`config.mk`:
```
export PLATFORM = sky130hd
export DESIGN_NAME = perf_ctr_bank
export DESIGN_NICKNAME = d
export VERILOG_FILES = /design/src/rtl/perf_ctr_pkg.sv /design/src/rtl/pcb_regs.sv /design/src/rtl/pcb_event_decode.sv /design/src/rtl/pcb_counter.sv /design/src/rtl/perf_ctr_bank.sv
export SDC_FILE = /design/constraint.sdc
export NUM_CORES = 1
export LEC_CHECK = 0
export BUFFER_PORTS_ARGS = -buffer_cell sky130_fd_sc_hd__buf_2
export CORE_ASPECT_RATIO = 1.75
export CORE_MARGIN = 1
export CORE_UTILIZATION = 38
export DETAILED_ROUTE_END_ITERATION = 6
export PLACE_DENSITY = 0.68
export SYNTH_ARGS = -nofsm -noshare
export SYNTH_HDL_FRONTEND = slang
export SYNTH_SLANG_ARGS = --single-unit
```
`constraint.sdc`:
```
create_clock -name clk -period 4.7 [get_ports clk]
set_clock_uncertainty 0.15 [all_clocks]
set_input_delay 0.94 -clock clk [delete_from_list [all_inputs] [get_ports clk]]
set_output_delay 0.94 -clock clk [all_outputs]
set_load 0.05 [all_outputs]
```
`src/rtl/perf_ctr_pkg.sv`:
```
package perf_ctr_pkg;
  localparam int NUM_CTR = 6;
  localparam int NUM_PROG = 4;
  localparam int EVT_W = 8;
  localparam int SEL_W = 3;
  localparam int CTRL_W = 5;
  localparam logic [SEL_W-1:0] SEL_CTRL = 3'd6;
  localparam logic [SEL_W-1:0] SEL_EVT = 3'd7;

  localparam logic [EVT_W-1:0] CODE_INSTR = 8'h02;
  localparam logic [EVT_W-1:0] CODE_CYCLE = 8'h1E;
  localparam logic [EVT_W-1:0] CODE_C1_CYC = 8'hF0;
  localparam logic [EVT_W-1:0] CODE_C1_INS = 8'hFE;
  localparam logic [EVT_W-1:0] CODE_RUN_INS = 8'hFA;

  typedef enum logic [1:0] {
    EV_IDLE,
    EV_INSTR,
    EV_CYCLE,
    EV_INSTR_RUN
  } evt_kind_e;

  typedef struct packed {
    logic ovf_en_rest;
    logic ovf_en_first;
    logic frz_hi;
    logic frz_lo;
    logic frz_all;
  } pmu_ctrl_t;
endpackage

```
`src/rtl/pcb_regs.sv`:
```
module pcb_regs
  import perf_ctr_pkg::*;
#(
  parameter int DATA_W = 32
) (
  input  logic                        clk,
  input  logic                        rst_n,
  input  logic                        wr_en,
  input  logic [SEL_W-1:0]            wr_sel,
  input  logic [DATA_W-1:0]           wr_data,
  output pmu_ctrl_t                   ctrl,
  output logic [NUM_PROG*EVT_W-1:0]   evt_sel
);
  localparam int EVT_BITS = NUM_PROG * EVT_W;

  logic ctrl_we;
  logic evt_we;

  assign ctrl_we = wr_en && (wr_sel == SEL_CTRL);
  assign evt_we = wr_en && (wr_sel == SEL_EVT);

  always_ff @(posedge clk or negedge rst_n) begin
    if (!rst_n) begin
      ctrl <= pmu_ctrl_t'(CTRL_W'(1));
      evt_sel <= '0;
    end else begin
      if (ctrl_we) ctrl <= pmu_ctrl_t'(wr_data[CTRL_W-1:0]);
      if (evt_we) evt_sel <= wr_data[EVT_BITS-1:0];
    end
  end

  // configuration only moves on its own write
  a_r9_ctrl_hold: assert property (@(posedge clk) disable iff (!rst_n)
    !ctrl_we |=> $stable(ctrl));
  a_r9_evt_hold: assert property (@(posedge clk) disable iff (!rst_n)
    !evt_we |=> $stable(evt_sel));
endmodule

```
`src/rtl/pcb_event_decode.sv`:
```
module pcb_event_decode
  import perf_ctr_pkg::*;
#(
  parameter int IDX = 1
) (
  input  logic             frozen,
  input  logic [EVT_W-1:0] code,
  output evt_kind_e        kind
);
  localparam bit IS_FIRST = (IDX == 1);
  localparam bit IS_LAST = (IDX == NUM_PROG);

  always_comb begin
    kind = EV_IDLE;
    if (!frozen) begin
      unique case (code)
        CODE_INSTR:   kind = EV_INSTR;
        CODE_CYCLE:   kind = EV_CYCLE;
        CODE_C1_CYC:  kind = IS_FIRST ? EV_CYCLE : EV_IDLE;
        CODE_C1_INS:  kind = IS_FIRST ? EV_INSTR : EV_IDLE;
        CODE_RUN_INS: kind = IS_LAST ? EV_INSTR_RUN : EV_IDLE;
        default:      kind = EV_IDLE;
      endcase
    end
  end

  // a frozen counter decodes to idle
  always_comb begin
    a_r3_frozen_idle: assert (!frozen || kind == EV_IDLE);
  end
endmodule

```
`src/rtl/pcb_counter.sv`:
```
module pcb_counter
  import perf_ctr_pkg::*;
#(
  parameter int CTR_W = 32,
  parameter int RET_W = 3
) (
  input  logic             clk,
  input  logic             rst_n,
  input  evt_kind_e        kind,
  input  logic [RET_W-1:0] ret_cnt,
  input  logic             run_latch,
  input  logic             wr_hit,
  input  logic [CTR_W-1:0] wr_data,
  input  logic             ovf_en,
  output logic [CTR_W-1:0] value,
  output logic             pend
);
  localparam int MSB = CTR_W - 1;

  logic [CTR_W-1:0] inc;
  logic             done_q;

  always_comb begin
    unique case (kind)
      EV_INSTR:     inc = CTR_W'(ret_cnt);
      EV_CYCLE:     inc = CTR_W'(1);
      EV_INSTR_RUN: inc = run_latch ? CTR_W'(ret_cnt) : '0;
      default:      inc = '0;
    endcase
  end

  always_ff @(posedge clk or negedge rst_n) begin
    if (!rst_n) value <= '0;
    else if (wr_hit) value <= wr_data;
    else value <= value + inc;
  end

  assign pend = value[MSB] && ovf_en && !done_q;

  always_ff @(posedge clk or negedge rst_n) begin
    if (!rst_n) done_q <= 1'b0;
    else if (wr_hit && !wr_data[MSB]) done_q <= 1'b0;
    else if (pend) done_q <= 1'b1;
  end

  a_r10_write_wins: assert property (@(posedge clk) disable iff (!rst_n)
    wr_hit |=> value == $past(wr_data));
  a_r7_idle_holds: assert property (@(posedge clk) disable iff (!rst_n)
    (kind == EV_IDLE && !wr_hit) |=> $stable(value));
  a_r12_no_repeat: assert property (@(posedge clk) disable iff (!rst_n)
    (done_q && !wr_hit) |=> !pend);
endmodule

```
`src/rtl/perf_ctr_bank.sv`:
```
module perf_ctr_bank
  import perf_ctr_pkg::*;
#(
  parameter int CTR_W = 32,
  parameter int RET_W = 3
) (
  input  logic                     clk,
  input  logic                     rst_n,
  input  logic [RET_W-1:0]         ret_cnt,
  input  logic                     run_latch,
  input  logic                     wr_en,
  input  logic [2:0]               wr_sel,
  input  logic [CTR_W-1:0]         wr_data,
  output logic [NUM_CTR*CTR_W-1:0] ctr_val,
  output logic [NUM_CTR:0]         cyc_mask,
  output logic                     ovf_alert
);
  localparam int LAST_BASE = (NUM_CTR - 1) * CTR_W;

  pmu_ctrl_t                 ctrl;
  logic [NUM_PROG*EVT_W-1:0] evt_sel;
  evt_kind_e                 kind [NUM_CTR];
  logic [NUM_CTR-1:0]        pend;
  logic                      frz_prog;
  logic                      frz_fixed;

  pcb_regs #(.DATA_W(CTR_W)) u_regs (
    .clk(clk), .rst_n(rst_n), .wr_en(wr_en), .wr_sel(wr_sel),
    .wr_data(wr_data), .ctrl(ctrl), .evt_sel(evt_sel)
  );

  assign frz_prog = ctrl.frz_all || ctrl.frz_lo;
  assign frz_fixed = ctrl.frz_all || ctrl.frz_hi;

  for (genvar i = 0; i < NUM_CTR; i++) begin : g_ctr
    if (i < NUM_PROG) begin : g_prog
      pcb_event_decode #(.IDX(i + 1)) u_dec (
        .frozen(frz_prog),
        .code(evt_sel[i*EVT_W +: EVT_W]),
        .kind(kind[i])
      );
    end else if (i == NUM_PROG) begin : g_instr
      assign kind[i] = frz_fixed ? EV_IDLE : EV_INSTR;
    end else begin : g_cycle
      assign kind[i] = frz_fixed ? EV_IDLE : EV_CYCLE;
    end

    pcb_counter #(.CTR_W(CTR_W), .RET_W(RET_W)) u_ctr (
      .clk(clk), .rst_n(rst_n), .kind(kind[i]), .ret_cnt(ret_cnt),
      .run_latch(run_latch),
      .wr_hit(wr_en && (wr_sel == SEL_W'(i))),
      .wr_data(wr_data),
      .ovf_en((i == 0) ? ctrl.ovf_en_first : ctrl.ovf_en_rest),
      .value(ctr_val[i*CTR_W +: CTR_W]),
      .pend(pend[i])
    );

    assign cyc_mask[i+1] = (kind[i] == EV_CYCLE);
  end

  assign cyc_mask[0] = 1'b0;

  always_ff @(posedge clk or negedge rst_n) begin
    if (!rst_n) ovf_alert <= 1'b0;
    else ovf_alert <= |pend;
  end

  a_r2_global_freeze: assert property (@(posedge clk) disable iff (!rst_n)
    (ctrl.frz_all && !(wr_en && wr_sel < SEL_CTRL)) |=> $stable(ctr_val));
  a_r4_cycle_ctr: assert property (@(posedge clk) disable iff (!rst_n)
    (!frz_fixed && !(wr_en && wr_sel == 3'd5)) |=>
      ctr_val[LAST_BASE +: CTR_W] == CTR_W'($past(ctr_val[LAST_BASE +: CTR_W]) + 1'b1));
  a_r8_mask_frozen: assert property (@(posedge clk) disable iff (!rst_n)
    ctrl.frz_all |-> cyc_mask == '0);
  a_r11_alert_cause: assert property (@(posedge clk) disable iff (!rst_n)
    $rose(ovf_alert) |-> $past(pend != '0));
endmodule

```
---- Yosys cells after proc, flatten, opt, wreduce, memory -nomap -nowiden ----
Index checks and enable logic that the tools add are counted.
word-level totals
  register bits after elaboration ......... 236
  output and inout bits ................... 200
operators by class
  $add $sub $neg .......................... 6
  equality and inequality tests ........... 36
  mux-type cells .......................... 35
  reduce and logical (&&, ||, !) cells .... 45
operators by type and width
  kind                                                                   count
  32-bit case mux with 3 select lines                                    6
  32-bit adder                                                           6
  32-bit 2-to-1 mux                                                      6
  8-bit by 2-bit equality test with 1-bit output, second input constant  4
  8-bit by 5-bit equality test with 1-bit output, second input constant  4
  1-bit logical AND                                                      26
  8-bit equality test, second input constant                             3
  2-bit equality test, second input constant                             10
  1-bit 2-to-1 mux                                                       13
  3-bit equality test, second input constant                             4
  2-bit case mux with 2 select lines                                     3
  2-bit nonzero test                                                     6
  2-bit by 1-bit equality test with 1-bit output, second input constant  5
  2-bit 2-to-1 mux                                                       5
  1-bit zero test                                                        7
  3-bit by 2-bit equality test with 1-bit output, second input constant  2
  2-bit case mux with 3 select lines                                     1
  6-bit OR reduction                                                     1
  1-bit by 2-bit equality test with 1-bit output, second input constant  2
  2-bit OR reduction                                                     2
  3-bit by 1-bit equality test with 1-bit output, second input constant  1
  3-bit zero test                                                        1
  3-bit 2-to-1 mux                                                       1
  1-bit logical OR                                                       2
  1-bit equality test, second input constant                             1

---- Longest topological paths before layout ----
  word-level depth ........................ 8
  mapped depth ............................ 14

---- Modules after synthesis ----
From an unflattened synthesis, not the netlist that was laid out.
unflattened totals
  cells, all modules ...................... 1,497
  area total of the unflattened synthesis .. 13,787.0 µm²
modules (own cells, without submodules)
  module                                        times used  cells an instance  area each (µm²)
  pcb_counter (g_ctr[0].u_ctr ...)              5           231                2,003.2
  pcb_counter (g_ctr[2].u_ctr)                  1           209                1,873.0
  pcb_regs                                      1           79                 1,520.2
  perf_ctr_bank                                 1           23                 168.9
  pcb_event_decode (g_ctr[1].g_prog.u_dec ...)  2           6                  38.8
  pcb_event_decode (g_ctr[3].g_prog.u_dec)      1           10                 66.3
  pcb_event_decode (g_ctr[0].g_prog.u_dec)      1           9                  65.1

---- Least setup slack after synthesis ----
No wires, ideal clock.
  path type ............................... flip-flop to flip-flop
  from .................................... reg, netlist name u_regs.ctrl[0]
  to ...................................... reg g_ctr[3].u_ctr.value[20]
  setup time .............................. 0.137 ns
  arrival time ............................ 3.695 ns
  data required time ...................... 4.413 ns
  slack ................................... 0.718 ns
  stages on the path, launching flop included .. 14
  buffers on the path ..................... 1
  cells stage by stage .................... dfstp_2 clkbuf_1 nor2_1 nand3b_1 nor3_1 o21bai_1 ha_1 inv_1 fa_1 nor2b_1 o21ai_0 nor4_1 xnor2_1 a21oi_1
on the way
  longest elaborated chain between the ends .. 6
  elaborated cells between the ends (all ways) .. 8
  classes of those cells .................. 1 x add/sub; 3 x eq/ne; 3 x mux; 1 x reduce/logical
ends and longest elaborated chain
  element                              RTL line                RTL
  1-bit logical OR                     perf_ctr_bank.sv:32     assign frz_prog = ctrl.frz_all || ctrl.frz_lo;
  2-bit 2-to-1 mux                     pcb_event_decode.sv:15  if (!frozen) begin
  2-bit equality test                  --
  net cyc_mask[4]                      perf_ctr_bank.sv:15     output logic [NUM_CTR:0] cyc_mask,
  32-bit case mux with 3 select lines  pcb_counter.sv:24       unique case (kind)
  32-bit adder                         pcb_counter.sv:35       else value <= value + inc;
  32-bit 2-to-1 mux                    pcb_counter.sv:34       else if (wr_hit) value <= wr_data;
  to (signal assigned)                 pcb_counter.sv:34
  to (signal assigned)                 pcb_counter.sv:35
  to (decl)                            pcb_counter.sv:15       output logic [CTR_W-1:0] value,
The timed path passes the listed nets, and every way through them passes these cells.
A chain may end at the register's enable or synchronous reset.

---- Worst setup path in the final report ----
  from .................................... reg u_regs.evt_sel[0]
  to ...................................... reg g_ctr[0].u_ctr.value[30]
on the way
  longest elaborated chain between the ends .. 8
  elaborated cells between the ends (all ways) .. 14
  classes of those cells .................. 1 x add/sub; 7 x eq/ne; 4 x mux; 2 x reduce/logical
ends and longest elaborated chain
  element                                                                                       RTL line                RTL
  from (decl)                                                                                   pcb_regs.sv:12          output logic [NUM_PROG*EVT_W-1:0] evt_sel
  from (signal assigned)                                                                        pcb_regs.sv:28          if (evt_we) evt_sel <= wr_data[EVT_BITS-1:0];
  8-bit by 2-bit equality test with 1-bit output (tied with other cells)                        pcb_event_decode.sv:16  unique case (code)
  2-bit OR reduction (no source line)                                                           --
  2-bit case mux with 2 select lines *                                                          pcb_event_decode.sv:16
  2-bit 2-to-1 mux *                                                                            pcb_event_decode.sv:15
  2-bit equality test / 2-bit by 1-bit equality test with 1-bit output (equally long branches)  pcb_counter.sv:24
  32-bit case mux with 3 select lines *                                                         pcb_counter.sv:24
  32-bit adder *                                                                                pcb_counter.sv:35
  32-bit 2-to-1 mux *                                                                           pcb_counter.sv:34
  to (signal assigned)                                                                          pcb_counter.sv:34
  to (signal assigned)                                                                          pcb_counter.sv:35
  to (decl)                                                                                     pcb_counter.sv:15
Every way passes the cells marked *; elsewhere a longest branch is shown, timed or not.

==> flow_metrics.env <==
export IMPL_finalCritPeriodShare=0.7239
export IMPL_initial_core_util=0.3840
export IMPL_worstSetupEndpointType="register"
export IMPL_fmax_ghz=0.2939
export IMPL_gp_congestion=0.8966
export IMPL_path_class="reg -> reg"
export IMPL_p_leak_nw=6.428
export IMPL_die_w_um=141.4
export IMPL_post_route_util=0.4548
export IMPL_synth_edf_count=0
export IMPL_rsz0062_at_grt="no"
export IMPL_worstMarginPinSlew_ns=0.9890
export IMPL_pin_count=242
export IMPL_synth_ff_type="dfrtp_1"
export IMPL_wl_per_cell_um=21.66
export IMPL_grt_pass1_wl_um=67700
export IMPL_synth_seq_area_share=0.4574
export IMPL_synthArstFlopShare=1.000
export IMPL_startpoint="u_regs.evt_sel[0]"
export IMPL_r2r_end="g_ctr[0].u_ctr.value[30]"
export IMPL_synth_cells=1406
export IMPL_vdd_drop_max_v=0.0002890
export IMPL_postCtsSetupBuffers=0
export IMPL_finalNetCount=1691
export IMPL_cts_tree="built"
export IMPL_drtPass1Iterations=7
export IMPL_die_h_um=245.9
export IMPL_vias_per_cell=5.532
export IMPL_clockBufferDepth=3
export IMPL_rr_worst_depth=12
export IMPL_synth_area_per_cell_sq_um=9.186
export IMPL_hold_viol_final=0
export IMPL_fin_setup_tns_ns=0
export IMPL_cts_hold_buf=0
export IMPL_drive_above_1_share=0.2106
export IMPL_failed_checks="DRC"
export IMPL_slew_violations=0
export IMPL_cp_start_kind="register"
export IMPL_arrival_ns=3.71
export IMPL_ctsResizeCount=0
export IMPL_critical_path_required_ns=5.00
export IMPL_dp_cells=2057
export IMPL_final_antenna_net_count=0
export IMPL_areaGrowthSynthToFinish_pct=18.44
export IMPL_r2r_start="u_regs.evt_sel[0]"
export IMPL_fillers=3324
export IMPL_grt_pass1_vias=11170
export IMPL_cts_htree_levels=1
export IMPL_rows=89
export IMPL_antenna_found_initial=5
export IMPL_grt_max_degree=99
export IMPL_netlist_area_sq_um=12910
export IMPL_rrSetupSlack_ns=1.30
export IMPL_path_clk_slew_ns=0.07
export IMPL_layoutNonFillerInstCount=2100
export IMPL_synthDistinctLibCells=59
export IMPL_cts_sinks=236
export IMPL_final_seq_area_sq_um=5907
export IMPL_hpwl_um=32190
export IMPL_setup_violations=0
export IMPL_gr_usage_all_layers=0.2625
export IMPL_die_area_sq_um=34760
export IMPL_clock_tree_root_cell="clkbuf_16"
export IMPL_hold_path_class="in -> async"
export IMPL_drc=6
export IMPL_endpoint="g_ctr[0].u_ctr.value[30]"
export IMPL_multi_input_area_sq_um=6620
export IMPL_numPortBuffers=239
export IMPL_crit_fanout=13
export IMPL_ys_ff_latch=236
export IMPL_grt_overflow=0
export IMPL_dr_total_vias=11620
export IMPL_relSlewSlack=0.3356
export IMPL_min_period_ns=3.403
export IMPL_outcome="complete, but fails checks"
export IMPL_numCtsBuffers=23
export IMPL_cap_viol_max_count=0
export IMPL_insertion_delay_ns=0.53
export IMPL_dr_first_iter_drc_count=888
export IMPL_powerDensity_nw_per_um2=543.0
export IMPL_routed_wirelength_um=45480
export IMPL_ys_warn_count=0
export IMPL_fp_coreArea_sq_um=33630
## area by class of cell
class,instances,area share
Inverter,40,0.009816
Clock buffer,35,0.04123
Timing Repair Buffer,254,0.08704
Clock inverter,6,0.005399
Tap cell,455,0.03722
Antenna cell,2,0.0003272
Multi-Input combinational cell,1072,0.4328
Sequential cell,236,0.3862
## metal layers
| metal | GRT usage | up-vias | wire [um] |
|---|---|---|---|
| li1 | - | 5359 | - |
| met1 | 0.3016 | 5642 | 16680 |
| met2 | 0.4455 | 471 | 22440 |
| met3 | 0.03447 | 140 | 2785 |
| met4 | 0.1925 | 6 | 3540 |
| met5 | 0 | - | 32 |
## registers in the layout, indices dropped and copies added (netlist names)
register and flops:
ovf_alert 1, u_regs.ctrl 5, u_regs.evt_sel 32, g_ctr.u_ctr.done_q 6, g_ctr.u_ctr.value 192
## kinds of logic (layout without fill, tap and decap cells)
| logic type | Yosys count | count (layout) | share of synthesized area |
|---|---|---|---|
| compound gates | 235 | 235 | 0.09950 |
| xor+xnor | 170 | 170 | 0.1153 |
| fa+ha+maj | 22 | 22 | 0.02422 |
| buf+inv | 99 | 335 | 0.03110 |
| flops | 236 | 236 | 0.4574 |
| mux | 40 | 40 | 0.03488 |
| other cells | 1 | 4 | 0.0002904 |
| simple gates | 603 | 603 | 0.2374 |
## placed cells by master (no fill, tap or decap), types with 9 or more instances in the layout
cell	Yosys	final
nand2_1	174	174
dfrtp_1	235	235
ha_1	17	17
clkbuf_16	0	23
o21ai_0	100	100
xnor2_1	67	67
and4_1	10	10
nor4_1	24	24
buf_4	2	14
buf_2	0	238
inv_1	40	40
nand4_1	68	68
nor2_1	130	130
nand3_1	71	69
clkbuf_1	51	11
a21oi_1	87	87
mux2_2	40	40
nor3_1	32	32
nand4b_1	9	9
and3_1	37	37
xor2_1	103	103
## cell usage after synthesis (all sizes together), types with 5 or more instances
master  instances  share of area
or4             5         0.0035
nand3          73          0.029
nand2         174          0.051
dfrtp         235           0.46
a21o            5         0.0029
xor2          103          0.070
nor2b           8         0.0039
o21ai         108          0.042
inv            40          0.012
clkbuf         51          0.015
nand4b          9         0.0061
and2            5         0.0024
and4           10         0.0068
nor4           31          0.020
a31oi           5         0.0024
ha             17          0.016
nor2          130          0.038
xnor2          67          0.045
o21a            6         0.0035
nand4          70          0.036
and3           39          0.019
fa              5         0.0078
buf             8         0.0046
mux2           40          0.035
or3             7         0.0034
a21oi          87          0.034
nor3           33          0.013
a211oi          7         0.0041
## stage by stage
step	worst slack, ns	cell area (sq um)	power (W)	hold slack [ns]
global route	0.9883	15290	0.008655	0.3446
detailed placement	1.069	14580	0.006449	0.3042
global placement	1.162	14580	0.006382	0.3079
CTS	1.308	15290	0.008326	0.3125
floorplan	0.7183	12920	0.005429	0.2859
finish	1.298	15300	0.008305	0.3080
## worst max-delay path, cell delays in order, from the launching register on
cell	delay, ns
dfrtp_1	0.38
or3_1	0.40
o22a_1	0.21
nor3_1	0.14
a21o_1	0.14
ha_1	0.18
inv_1	0.06
fa_1	0.39
nor2b_1	0.13
o21a_1	0.44
nand3_1	0.21
or3_1	0.34
a31oi_1	0.16
## worst min-delay path by stage
stage          cells past startpoint                       end  slack, ns
2_1_floorplan                      1                 ovf_alert       0.29
5_1_grt                            1                 ovf_alert       0.34
3_3_place_gp                       1                 ovf_alert       0.31
3_5_place_dp                       1                 ovf_alert       0.30
4_1_cts                            1                 ovf_alert       0.31
6_report                           1  g_ctr[4].u_ctr.value[17]       0.31
## report_power, final
group | internal (W) | switching, W | leakage [nW]
Sequential | 0.00253 | 0.000674 | 2.78
Clock | 0.00104 | 0.000833 | 0.344
Combinational | 0.000837 | 0.00240 | 3.31
Total | 0.00440 | 0.00390 | 6.43
Note: power is estimated with default switching activity, not from simulation.
